`config.mk`:
```
export PLATFORM = sky130hd
export DESIGN_NAME = clock_mode_ctrl
export DESIGN_NICKNAME = d
export VERILOG_FILES = /design/src/rtl/cmc_pkg.sv /design/src/rtl/cmc_cfg_reg.sv /design/src/rtl/cmc_pll_guard.sv /design/src/rtl/cmc_cop_seq.sv /design/src/rtl/clock_mode_ctrl.sv
export SDC_FILE = /design/constraint.sdc
export NUM_CORES = 1
export LEC_CHECK = 0
export BUFFER_PORTS_ARGS = -buffer_cell sky130_fd_sc_hd__buf_2
export CAP_MARGIN = 20
export CORE_MARGIN = 2
export CORE_UTILIZATION = 30
export CTS_CLUSTER_DIAMETER = 100
export DETAILED_ROUTE_END_ITERATION = 6
export HOLD_SLACK_MARGIN = 0.08
export PLACE_DENSITY = 0.48
export SLEW_MARGIN = 20
export SYNTH_ARGS = -nofsm -noshare
export SYNTH_HDL_FRONTEND = slang
export SYNTH_HIERARCHICAL = 1
export SYNTH_SLANG_ARGS = --single-unit
```
`constraint.sdc`:
```
create_clock -name clk -period 3.4 [get_ports clk]
set_input_delay 0 -clock clk [delete_from_list [all_inputs] [get_ports clk]]
set_output_delay 0 -clock clk [all_outputs]
set_load 0.1 [all_outputs]
```
`src/rtl/cmc_pkg.sv`:
```
package cmc_pkg;
  localparam int unsigned REG_W = 8;

  // configuration register bit positions (decoded by neighbours)
  localparam int unsigned B_FSEL_LO = 6;
  localparam int unsigned B_ADIV    = 5;
  localparam int unsigned B_CRST    = 4;
  localparam int unsigned B_PLLEN   = 3;
  localparam int unsigned B_CDIV_LO = 1;
  localparam int unsigned B_LXT     = 0;

  localparam logic [REG_W-1:0] CFG_POR    = 8'h26;
  localparam logic             MODE_POR   = 1'b1;
  // frequency select and divider fields, frozen while the coprocessor runs
  localparam logic [REG_W-1:0] RATIO_MASK = 8'hE6;

  typedef enum logic {
    ADDR_MODE = 1'b0,
    ADDR_CFG  = 1'b1
  } reg_addr_e;

  function automatic logic [1:0] core_shift(input logic [1:0] fld);
    case (fld)
      2'b01:   core_shift = 2'd0;
      2'b10:   core_shift = 2'd1;
      default: core_shift = 2'd2;
    endcase
  endfunction
endpackage

```
`src/rtl/cmc_cfg_reg.sv`:
```
module cmc_cfg_reg
  import cmc_pkg::*;
(
  input  logic             clk,
  input  logic             rst,
  input  logic             wr,
  input  logic [REG_W-1:0] wdata,
  input  logic             locked,
  input  logic             ready,
  output logic [REG_W-1:0] cfg_q,
  output logic             pll_en_d,
  output logic             crst_d,
  output logic             restart,
  output logic             err_q
);
  logic [REG_W-1:0] masked;
  logic [REG_W-1:0] cfg_d;
  logic             lock_hit;
  logic             crst_reject;

  always_comb begin
    masked      = locked ? ((wdata & ~RATIO_MASK) | (cfg_q & RATIO_MASK)) : wdata;
    lock_hit    = wr && locked && (((wdata ^ cfg_q) & RATIO_MASK) != '0);
    restart     = wr && masked[B_PLLEN] &&
                  (!cfg_q[B_PLLEN] || (((masked ^ cfg_q) & RATIO_MASK) != '0));
    crst_reject = wr && masked[B_CRST] && !cfg_q[B_CRST] && masked[B_PLLEN] &&
                  (restart || !ready);
    cfg_d = cfg_q;
    if (wr) begin
      cfg_d = masked;
      if (crst_reject) cfg_d[B_CRST] = 1'b0;
    end
    pll_en_d = cfg_d[B_PLLEN];
    crst_d   = cfg_d[B_CRST];
  end

  always_ff @(posedge clk) begin
    if (rst) begin
      cfg_q <= CFG_POR;
      err_q <= 1'b0;
    end else begin
      cfg_q <= cfg_d;
      err_q <= err_q | lock_hit | crst_reject;
    end
  end
endmodule

```
`src/rtl/cmc_pll_guard.sv`:
```
module cmc_pll_guard
  import cmc_pkg::*;
#(
  parameter int unsigned SETTLE_TICKS = 328
) (
  input  logic clk,
  input  logic rst,
  input  logic slow_tick,
  input  logic pll_en_d,
  input  logic restart,
  input  logic mode_wr,
  input  logic mode_bit,
  output logic ready_q,
  output logic core_pll_q,
  output logic mode_q
);
  localparam int unsigned SW = $clog2(SETTLE_TICKS + 1);

  logic [SW-1:0] cnt_q, cnt_d;
  logic          ready_d;
  logic          mode_d;

  always_comb begin
    cnt_d   = cnt_q;
    ready_d = ready_q;
    mode_d  = mode_wr ? mode_bit : mode_q;
    if (!pll_en_d) begin
      cnt_d   = '0;
      ready_d = 1'b0;
    end else if (restart) begin
      cnt_d   = SW'(SETTLE_TICKS);
      ready_d = 1'b0;
    end else if (slow_tick && (cnt_q != '0)) begin
      cnt_d = cnt_q - 1'b1;
      if (cnt_q == SW'(1)) ready_d = 1'b1;
    end
  end

  always_ff @(posedge clk) begin
    if (rst) begin
      cnt_q      <= '0;
      ready_q    <= 1'b0;
      mode_q     <= MODE_POR;
      core_pll_q <= 1'b0;
    end else begin
      cnt_q      <= cnt_d;
      ready_q    <= ready_d;
      mode_q     <= mode_d;
      core_pll_q <= !mode_d && ready_d;
    end
  end
endmodule

```
`src/rtl/cmc_cop_seq.sv`:
```
module cmc_cop_seq #(
  parameter int unsigned BUSY_CYCLES = 1638400
) (
  input  logic clk,
  input  logic rst,
  input  logic wr,
  input  logic bit_d,
  output logic run_q,
  output logic busy_q
);
  localparam int unsigned CW = $clog2(BUSY_CYCLES + 1);
  localparam logic [CW-1:0] LOAD = CW'(BUSY_CYCLES - 1);

  logic [1:0]    hist_q;
  logic [CW-1:0] cnt_q;
  logic          release_now;

  assign release_now = wr && bit_d && (hist_q == 2'b10);

  always_ff @(posedge clk) begin
    if (rst) begin
      hist_q <= 2'b00;
      run_q  <= 1'b0;
      busy_q <= 1'b0;
      cnt_q  <= '0;
    end else begin
      if (wr) hist_q <= {hist_q[0], bit_d};
      if (release_now) begin
        run_q  <= 1'b1;
        busy_q <= 1'b1;
        cnt_q  <= LOAD;
      end else if (wr && !bit_d) begin
        run_q  <= 1'b0;
        busy_q <= 1'b0;
        cnt_q  <= '0;
      end else if (busy_q) begin
        if (cnt_q == '0) busy_q <= 1'b0;
        else             cnt_q  <= cnt_q - 1'b1;
      end
    end
  end
endmodule

```
`src/rtl/clock_mode_ctrl.sv`:
```
module clock_mode_ctrl
  import cmc_pkg::*;
#(
  parameter int unsigned SETTLE_TICKS = 328,
  parameter int unsigned BUSY_CYCLES  = 1638400
) (
  input  logic       clk,
  input  logic       rst,
  input  logic       slow_tick,
  input  logic       wr_en,
  input  logic       wr_addr,
  input  logic [7:0] wr_data,
  input  logic       cmd_valid,
  output logic [7:0] cfg_q,
  output logic       mode_q,
  output logic       pll_en,
  output logic [1:0] pll_freq_sel,
  output logic [1:0] core_div_shift,
  output logic       audio_div_shift,
  output logic       lxt_en,
  output logic       pll_ready,
  output logic       core_on_pll,
  output logic       cop_rst,
  output logic       cop_busy,
  output logic       cmd_accept,
  output logic       cfg_err
);
  logic cfg_wr, mode_wr;
  logic pll_en_d, crst_d, restart;
  logic run_q, locked;

  assign cfg_wr  = wr_en && (wr_addr == ADDR_CFG);
  assign mode_wr = wr_en && (wr_addr == ADDR_MODE);
  assign locked  = run_q && cfg_q[B_PLLEN];

  cmc_cfg_reg u_cfg (
    .clk      (clk),
    .rst      (rst),
    .wr       (cfg_wr),
    .wdata    (wr_data),
    .locked   (locked),
    .ready    (pll_ready),
    .cfg_q    (cfg_q),
    .pll_en_d (pll_en_d),
    .crst_d   (crst_d),
    .restart  (restart),
    .err_q    (cfg_err)
  );

  cmc_pll_guard #(.SETTLE_TICKS(SETTLE_TICKS)) u_guard (
    .clk        (clk),
    .rst        (rst),
    .slow_tick  (slow_tick),
    .pll_en_d   (pll_en_d),
    .restart    (restart),
    .mode_wr    (mode_wr),
    .mode_bit   (wr_data[0]),
    .ready_q    (pll_ready),
    .core_pll_q (core_on_pll),
    .mode_q     (mode_q)
  );

  cmc_cop_seq #(.BUSY_CYCLES(BUSY_CYCLES)) u_seq (
    .clk    (clk),
    .rst    (rst),
    .wr     (cfg_wr),
    .bit_d  (crst_d),
    .run_q  (run_q),
    .busy_q (cop_busy)
  );

  assign pll_en          = cfg_q[B_PLLEN];
  assign pll_freq_sel    = cfg_q[B_FSEL_LO +: 2];
  assign core_div_shift  = core_shift(cfg_q[B_CDIV_LO +: 2]);
  assign audio_div_shift = cfg_q[B_ADIV];
  assign lxt_en          = cfg_q[B_LXT];
  assign cop_rst         = !run_q;
  assign cmd_accept      = cmd_valid && run_q && !cop_busy;
endmodule

```
==> results.py, run 1 <==
metrics = {
    "grt": {
        "grt_max_degree": 21,
        "first_global_vias": 1911,
        "antenna_found_initial": 0,
        "global_route_wire_length_before_repair_microns": 9030,
        "gr-total-overflow": 0,
        "grt_util_all_layers_pct": 12.5,
    },
    "timing": {
        "timing.setup.tns_ns": 0,
        "slew_viol_final": 0,
        "worst_clock_skew_ns": 0.0142,
        "holdWs_ns": 0.100,
        "grt_setup_unrepaired": "no",
        "achievable-frequency_mhz": 400,
        "finalSetupViolations": 0,
        "minimum_period_implied_by_the_final_worst_setup_slack_ns": 2.50,
        "finalCritPeriodShare_pct": 73.5,
        "measured_slew_at_the_worst_slew_check_pin_ns": 0.597,
        "max-slew-margin-rel_pct": 60.1,
        "finalHoldViolCount": 0,
    },
    "critical_path": {
        "worst_ep_arrival_time_ns": 2.73,
        "worst-setup-path-type": "reg -> reg",
        "critical_path.startpoint_type": "register",
        "worstPathRequired_ns": 3.64,
        "end_kind": "register",
        "worstPathMaxFanout": 5,
    },
    "yosys": {
        "synth-main-ff-cell": "sky130_fd_sc_hd__dfxtp_1",
        "synth.lib_cells_used.distinct": 67,
        "asyncSetResetFlopFracSynth_pct": 0,
        "ys_seq_elements": 46,
        "synth_cells": 271,
        "synth_edf_count": 0,
        "yosys_warnings": 6,
        "syn_avg_cell_area_sq_um": 9.41,
        "register_area_share_after_synthesis_pct": 36.1,
        "post_synth_instance_area_sq_mm": 0.00255,
        "syn_nets": 290,
    },
    "hold_path": {
        "min-delay-path-class": "in -> reg",
    },
    "clock_network": {
        "numClockSinks": 46,
        "postCtsResizedCells": 0,
        "clock_root_buffer": "sky130_fd_sc_hd__clkbuf_8",
        "clock_latency_ns": 0.31,
        "clk_pin_slew_worst_paths_ns": 0.10,
        "cts_inserted_buffers": 5,
        "post-cts-setup-buffer-count": 0,
        "clockBufferDepth": 2,
        "tritoncts": "done",
        "cts.htree.levels": 2,
    },
    "floorplanning": {
        "effective_utilization_at_floorplan_pct": 31.0,
        "io-pin-count": 36,
        "die_height_microns": 96.2,
        "placement_rows": 33,
        "die_area_sq_mm": 0.00925,
        "floorplan.core_area_sq_mm": 0.00822,
        "chipWidth_microns": 96.2,
    },
    "final_layout": {
        "synthToLayoutAreaGrowth_pct": 15.2,
        "multi_input_gate_area_sq_mm": 0.00148,
        "final_area_sq_mm": 0.00294,
        "design.final.nets": 329,
        "insertedDiodeCount": 0,
        "final_util_pct": 35.7,
        "layout.filler_cells": 845,
        "register_area_sq_um": 921,
        "post_route_cells_drive_above_1_share_pct": 22.5,
    },
    "route": {
        "routed.top_layer": "met4",
        "drt_pass1_iterations": 4,
        "post_dr_wirelength_cell_microns": 12.8,
        "final_antenna_net_count": 0,
        "detail_route.wirelength.met1_microns": 2640,
        "drt-vias-per-instance": 4.92,
        "vias": 2047,
        "drt-initial-drc-count": 53,
        "met2WireLength_microns": 2440,
        "wire_length_reported_by_the_detailed_router_microns": 5330,
        "wl_met3_microns": 199,
        "remaining_drc_errors": 0,
    },
    "placement": {
        "dp_hpwl_microns": 3730,
        "placed_area_sq_mm": 0.00275,
        "place_congestion": 0.749,
        "portBuffers": 35,
    },
    "power": {
        "ir_worst_vdd_uv": 146,
        "power.density_mw_per_mm2": 361,
        "p_leak_nw": 1.22,
    },
    "run_status": {
        "outcome": "completed",
    },
    "job": {
        "max-cap-violations": 0,
    },
}
==> what timing repair did <==
item	CTS	global route
setup endpoints to repair	0	0
hold endpoints to repair	12	0
hold buffers	10	0
==> cell usage in the layout (no fill, tap or decap), types with 4 or more instances in the layout <==
cell,n
sky130_fd_sc_hd__nor2_1,19
sky130_fd_sc_hd__mux2i_1,8
sky130_fd_sc_hd__dlygate4sd3_1,10
sky130_fd_sc_hd__o31ai_1,4
sky130_fd_sc_hd__buf_2,35
sky130_fd_sc_hd__clkbuf_8,5
sky130_fd_sc_hd__xnor2_1,8
sky130_fd_sc_hd__and2_1,6
sky130_fd_sc_hd__nand2_1,12
sky130_fd_sc_hd__nand4_1,5
sky130_fd_sc_hd__o21ai_1,8
sky130_fd_sc_hd__ha_1,5
sky130_fd_sc_hd__xor2_1,10
sky130_fd_sc_hd__o21ai_0,10
sky130_fd_sc_hd__or3_1,5
sky130_fd_sc_hd__nand2b_1,6
sky130_fd_sc_hd__nor2b_1,6
sky130_fd_sc_hd__nand3_1,7
sky130_fd_sc_hd__or4_1,5
sky130_fd_sc_hd__dfxtp_1,46
sky130_fd_sc_hd__a211o_1,4
sky130_fd_sc_hd__a21oi_1,10
sky130_fd_sc_hd__inv_1,11
sky130_fd_sc_hd__nor3_1,6
==> registers in the layout, indices dropped and copies added (netlist names), 2 cells and up <==
signal,cells
u_seq/hist_q,2
u_cfg/cfg_q,8
u_seq/cnt_q,21
u_guard/cnt_q,9
==> final timing paths <==
| check | from | endpoint | slack, ns | cells after the start |
|---|---|---|---|---|
| max | u_cfg/cfg_q[7] | u_seq/cnt_q[11] | 0.90 | 10 |
| min | wr_en | u_guard/mode_q | 0.1 | 4 |
| max reg2reg | u_cfg/cfg_q[7] | u_seq/cnt_q[11] | 0.90 | 10 |
| min reg2reg | u_guard/cnt_q[7] | u_guard/cnt_q[7] | 0.49 | 2 |
==> through the flow <==
step / setup slack (ns) / total power [W] / std cells
after global placement: 0.967 / 0.000722 / 398
after floorplan: 0.488 / 0.000698 / 271
after detailed placement: 0.903 / 0.000723 / 398
after global routing: 0.709 / 0.00111 / 416
after CTS: 0.878 / 0.00108 / 416
final: 0.902 / 0.00106 / 416
==> layout make-up <==
cell class | instances | area share (%)
inverters | 11 | 1.41
clock buffers | 5 | 2.34
well taps | 105 | 4.47
repair buffers | 45 | 9.37
flip-flops and latches | 46 | 31.4
clock inverters | 3 | 0.724
multi-input cells | 201 | 50.3
==> cells in the mapped netlist (3+ instances only) <==
master / count / area share (%)
sky130_fd_sc_hd__xor2_1: 10 / 3.4
sky130_fd_sc_hd__a32oi_1: 3 / 1.0
sky130_fd_sc_hd__o31ai_1: 4 / 1.2
sky130_fd_sc_hd__a21oi_1: 10 / 2.0
sky130_fd_sc_hd__mux2i_1: 8 / 3.1
sky130_fd_sc_hd__inv_1: 11 / 1.6
sky130_fd_sc_hd__o21ai_1: 8 / 1.6
sky130_fd_sc_hd__dfxtp_1: 46 / 36
sky130_fd_sc_hd__or4_1: 5 / 1.5
sky130_fd_sc_hd__xnor2_1: 8 / 2.7
sky130_fd_sc_hd__nand3_1: 7 / 1.4
sky130_fd_sc_hd__clkbuf_1: 3 / 0.44
sky130_fd_sc_hd__nand4_1: 5 / 1.2
sky130_fd_sc_hd__nand2_1: 12 / 1.8
sky130_fd_sc_hd__nor2_1: 19 / 2.8
sky130_fd_sc_hd__or2_2: 3 / 0.74
sky130_fd_sc_hd__o211ai_1: 3 / 0.88
sky130_fd_sc_hd__or3_1: 5 / 1.2
sky130_fd_sc_hd__o21a_1: 3 / 0.88
sky130_fd_sc_hd__a211o_1: 4 / 1.4
sky130_fd_sc_hd__buf_4: 6 / 1.8
sky130_fd_sc_hd__nor3_1: 6 / 1.2
sky130_fd_sc_hd__o211ai_2: 3 / 1.5
sky130_fd_sc_hd__and2_1: 6 / 1.5
sky130_fd_sc_hd__nor2b_1: 6 / 1.5
sky130_fd_sc_hd__ha_1: 5 / 2.5
sky130_fd_sc_hd__o21ai_0: 10 / 2.0
sky130_fd_sc_hd__nand2b_1: 6 / 1.5
==> report_power, final <==
group	internal, W	switching [W]	leakage (nW)
Sequential	0.000545	0.00000658	0.372
Combinational	0.0000422	0.000125	0.804
Clock	0.000145	0.000197	0.0441
Total	0.000732	0.000328	1.22
==> worst max-delay path, cell delays in order (launching register included) <==
cell and delay (ns):
sky130_fd_sc_hd__dfxtp_1 0.38, sky130_fd_sc_hd__xnor2_1 0.14, sky130_fd_sc_hd__nand3_1 0.12, sky130_fd_sc_hd__nor3_2 0.17, sky130_fd_sc_hd__o211ai_2 0.13, sky130_fd_sc_hd__a31oi_1 0.30
sky130_fd_sc_hd__nand2b_1 0.19, sky130_fd_sc_hd__nor2b_1 0.32, sky130_fd_sc_hd__o211ai_2 0.21, sky130_fd_sc_hd__or3_1 0.38, sky130_fd_sc_hd__nand4_1 0.09
==> kinds of logic after synthesis <==
logic type               Yosys count  share of synthesized area (%)
buffers and inverters             24                           5.94
multiplexers                       8                           3.14
XOR/XNOR                          18                           6.18
adder cells (fa/ha/maj)            5                           2.45
flip-flops                        46                           36.1
AND/OR/NAND/NOR                  105                           27.8
AO/OA/AOI/OAI                     65                           18.4
==> routing by layer <==
| metal | vias to the layer above | GRT usage (%) |
|---|---|---|
| met5 | - | 0 |
| met4 | 0 | 3.93 |
| met3 | 4 | 2.58 |
| met2 | 33 | 20.3 |
| met1 | 940 | 16.4 |
| li1 | 1070 | - |
No activity file was read; power rests on OpenSTA's default activity.
==> run 2, diff against run 1 <==
==> constraint.sdc (replaced) <==
create_clock -name clk -period 2.38 [get_ports clk]
set_input_delay 0 -clock clk [delete_from_list [all_inputs] [get_ports clk]]
set_output_delay 0 -clock clk [all_outputs]
set_load 0.1 [all_outputs]
==> run 2 against run 1 <==
Against the previous run: design area rose by 3.1%; sequential power is 42% higher; non-clock buffer count is 5 higher; critical path type unchanged; sequential share of layout area decreased by 0.11 points; wire length rose by 2.7%; register-to-register slack worse by 0.69 ns; largest power group unchanged; critical endpoint unchanged; die area unchanged; cell count increased by 1.2%; sequential cell count stayed put; utilization is 1.1 points higher; clock skew shrank 0.0043 ns.
==> results.py, run 2 (synthesis results as in run 1) <==
metrics = {
    "grt": {
        "first_global_vias": 1963,
        "gr-total-overflow": 0,
        "antenna_found_initial": 0,
        "grt_util_all_layers_pct": 12.2,
        "grt_max_degree": 21,
        "global_route_wire_length_before_repair_microns": 8910,
    },
    "route": {
        "vias": 2109,
        "remaining_drc_errors": 0,
        "drt_pass1_iterations": 4,
        "post_dr_wirelength_cell_microns": 13.0,
        "drt-initial-drc-count": 86,
        "drt-vias-per-instance": 5.01,
        "wire_length_reported_by_the_detailed_router_microns": 5470,
        "final_antenna_net_count": 0,
    },
    "final_layout": {
        "design.final.nets": 334,
        "layout.cells.most_common_list": "38 x sky130_fd_sc_hd__dfxtp_1, 35 x sky130_fd_sc_hd__buf_2, 19 x sky130_fd_sc_hd__nor2_1",
        "max_ffs_per_register": 21,
        "post_route_cells_drive_above_1_share_pct": 27.8,
        "insertedDiodeCount": 0,
        "final_util_pct": 36.8,
        "layout_commonest_cell": "sky130_fd_sc_hd__dfxtp_1",
        "synthToLayoutAreaGrowth_pct": 18.7,
        "largest-register": "u_seq/cnt_q",
        "top_regs": "u_seq/cnt_q: 21 flops, u_guard/cnt_q: 9 flops, u_cfg/cfg_q: 8 flops",
    },
    "clock_network": {
        "clockBufferDepth": 2,
        "cts_inserted_buffers": 5,
        "numClockSinks": 46,
        "cts.htree.levels": 2,
        "clk_pin_slew_worst_paths_ns": 0.09,
        "clock_latency_ns": 0.30,
        "tritoncts": "done",
        "clock_root_buffer": "sky130_fd_sc_hd__clkbuf_8",
    },
    "job": {
        "max-cap-violations": 0,
    },
    "critical_path": {
        "timing.critical_path.buf_inv": 0,
        "timing.critical_path.cells": "xnor2_1 > nand3_1 > nor3_2 > o211ai_2 > a31oi_4 > nand2b_4 > nor2b_4 > o211ai_2 > or3_1 > nand4_1",
        "family_with_the_most_delay_on_the_worst_path": "simple AND/OR/NAND/NOR gates",
        "worst_path_max_delay_cell": "sky130_fd_sc_hd__or3_1",
        "critical_path.startpoint_type": "register",
        "max_stage_delay_ns": 0.38,
        "worstPathRequired_ns": 2.61,
        "worstPathMaxFanout": 5,
        "end_kind": "register",
        "worst_ep_arrival_time_ns": 2.40,
        "worst-setup-path-type": "reg -> reg",
        "timing.critical_path.mode_cell": "sky130_fd_sc_hd__o211ai_2",
    },
    "timing": {
        "slew_viol_final": 0,
        "finalHoldViolCount": 0,
        "achievable-frequency_mhz": 462,
        "timing.setup.tns_ns": 0,
        "finalCritPeriodShare_pct": 90.9,
        "finalWorstSetupSlack_ns": 0.217,
        "finalSetupViolations": 0,
        "worst_clock_skew_ns": 0.00992,
        "minimum_period_implied_by_the_final_worst_setup_slack_ns": 2.16,
        "measured_slew_at_the_worst_slew_check_pin_ns": 0.613,
        "max-slew-margin-rel_pct": 59.1,
    },
    "floorplanning": {
        "floorplan.core_area_sq_mm": 0.00822,
        "die_area_sq_mm": 0.00925,
        "placement_rows": 33,
        "effective_utilization_at_floorplan_pct": 31.0,
        "io-pin-count": 36,
        "chipWidth_microns": 96.2,
        "die_height_microns": 96.2,
    },
    "run_status": {
        "outcome": "completed",
    },
    "placement": {
        "place_ws_ns": 0.145,
        "place_congestion": 0.815,
        "portBuffers": 35,
        "dp_hpwl_microns": 3820,
    },
    "power": {
        "power.density_mw_per_mm2": 501,
        "ir_worst_vdd_uv": 210,
        "p_leak_nw": 1.26,
    },
    "hold_path": {
        "min-delay-path-class": "in -> reg",
    },
}
[run 2: repair_timing]
action | in CTS | in global routing
hold endpoints to repair | 10 | 0
resized for setup | 0 | 5
buffers inserted | 0 | 2
setup endpoints to repair | 0 | 5
hold buffers | 8 | 0
[run 2: layout make-up]
cell class	instances	area, sq um
clock buffer	5	68.8
tap	105	131
fill	854	5190
sequential	46	946
timing repair buffer	50	308
multi-input combinational	201	1510
clock inverter	3	21.3
inverter	11	41.3
[run 2: where the power goes]
part / total, W / internal (W) / switching, W
logic: 0.000248 / 0.0000666 / 0.000181
registers: 0.000785 / 0.000776 / 0.00000909
clock network: 0.000485 / 0.000207 / 0.000278
total: 0.00152 / 0.00105 / 0.000468
[run 2: path summary, 6_finish.rpt]
path                         start               end  slack (ns)  depth (start not counted)
setup / recovery    u_cfg/cfg_q[6]   u_seq/cnt_q[11]        0.22                         10
hold / removal               wr_en    u_guard/mode_q        0.09                          4
setup reg to reg    u_cfg/cfg_q[6]   u_seq/cnt_q[11]        0.22                         10
hold reg to reg   u_guard/cnt_q[7]  u_guard/cnt_q[7]        0.50                          2
[run 2: per-layer routing]
layer  track usage, %  share of wire (%)  vias up
met5                0                  0        -
met4             4.05               0.73        0
met3             2.58                4.8        2
met2             20.5                 46       51
met1             15.4                 48      983
li1                 -                  -     1073
[run 2: metrics by stage]
stage | instance area [sq um] | total power (W) | hold slack [ns] | instances
2_1_floorplan | 2580 | 0.000995 | 0.0691 | 271
6_report | 3030 | 0.00152 | 0.0943 | 421
4_1_cts | 2980 | 0.00154 | 0.0872 | 419
3_5_place_dp | 2810 | 0.00104 | 0.235 | 403
3_3_place_gp | 2810 | 0.00104 | 0.233 | 403
5_1_grt | 3030 | 0.00159 | 0.0983 | 421
[run 2: tightest hold or removal path: cells and delay by family]
family                 cells  cell delay (ns)
AND/OR/NAND/NOR            2             0.21
multiplexers               1             0.08
buffers and inverters      1             0.08
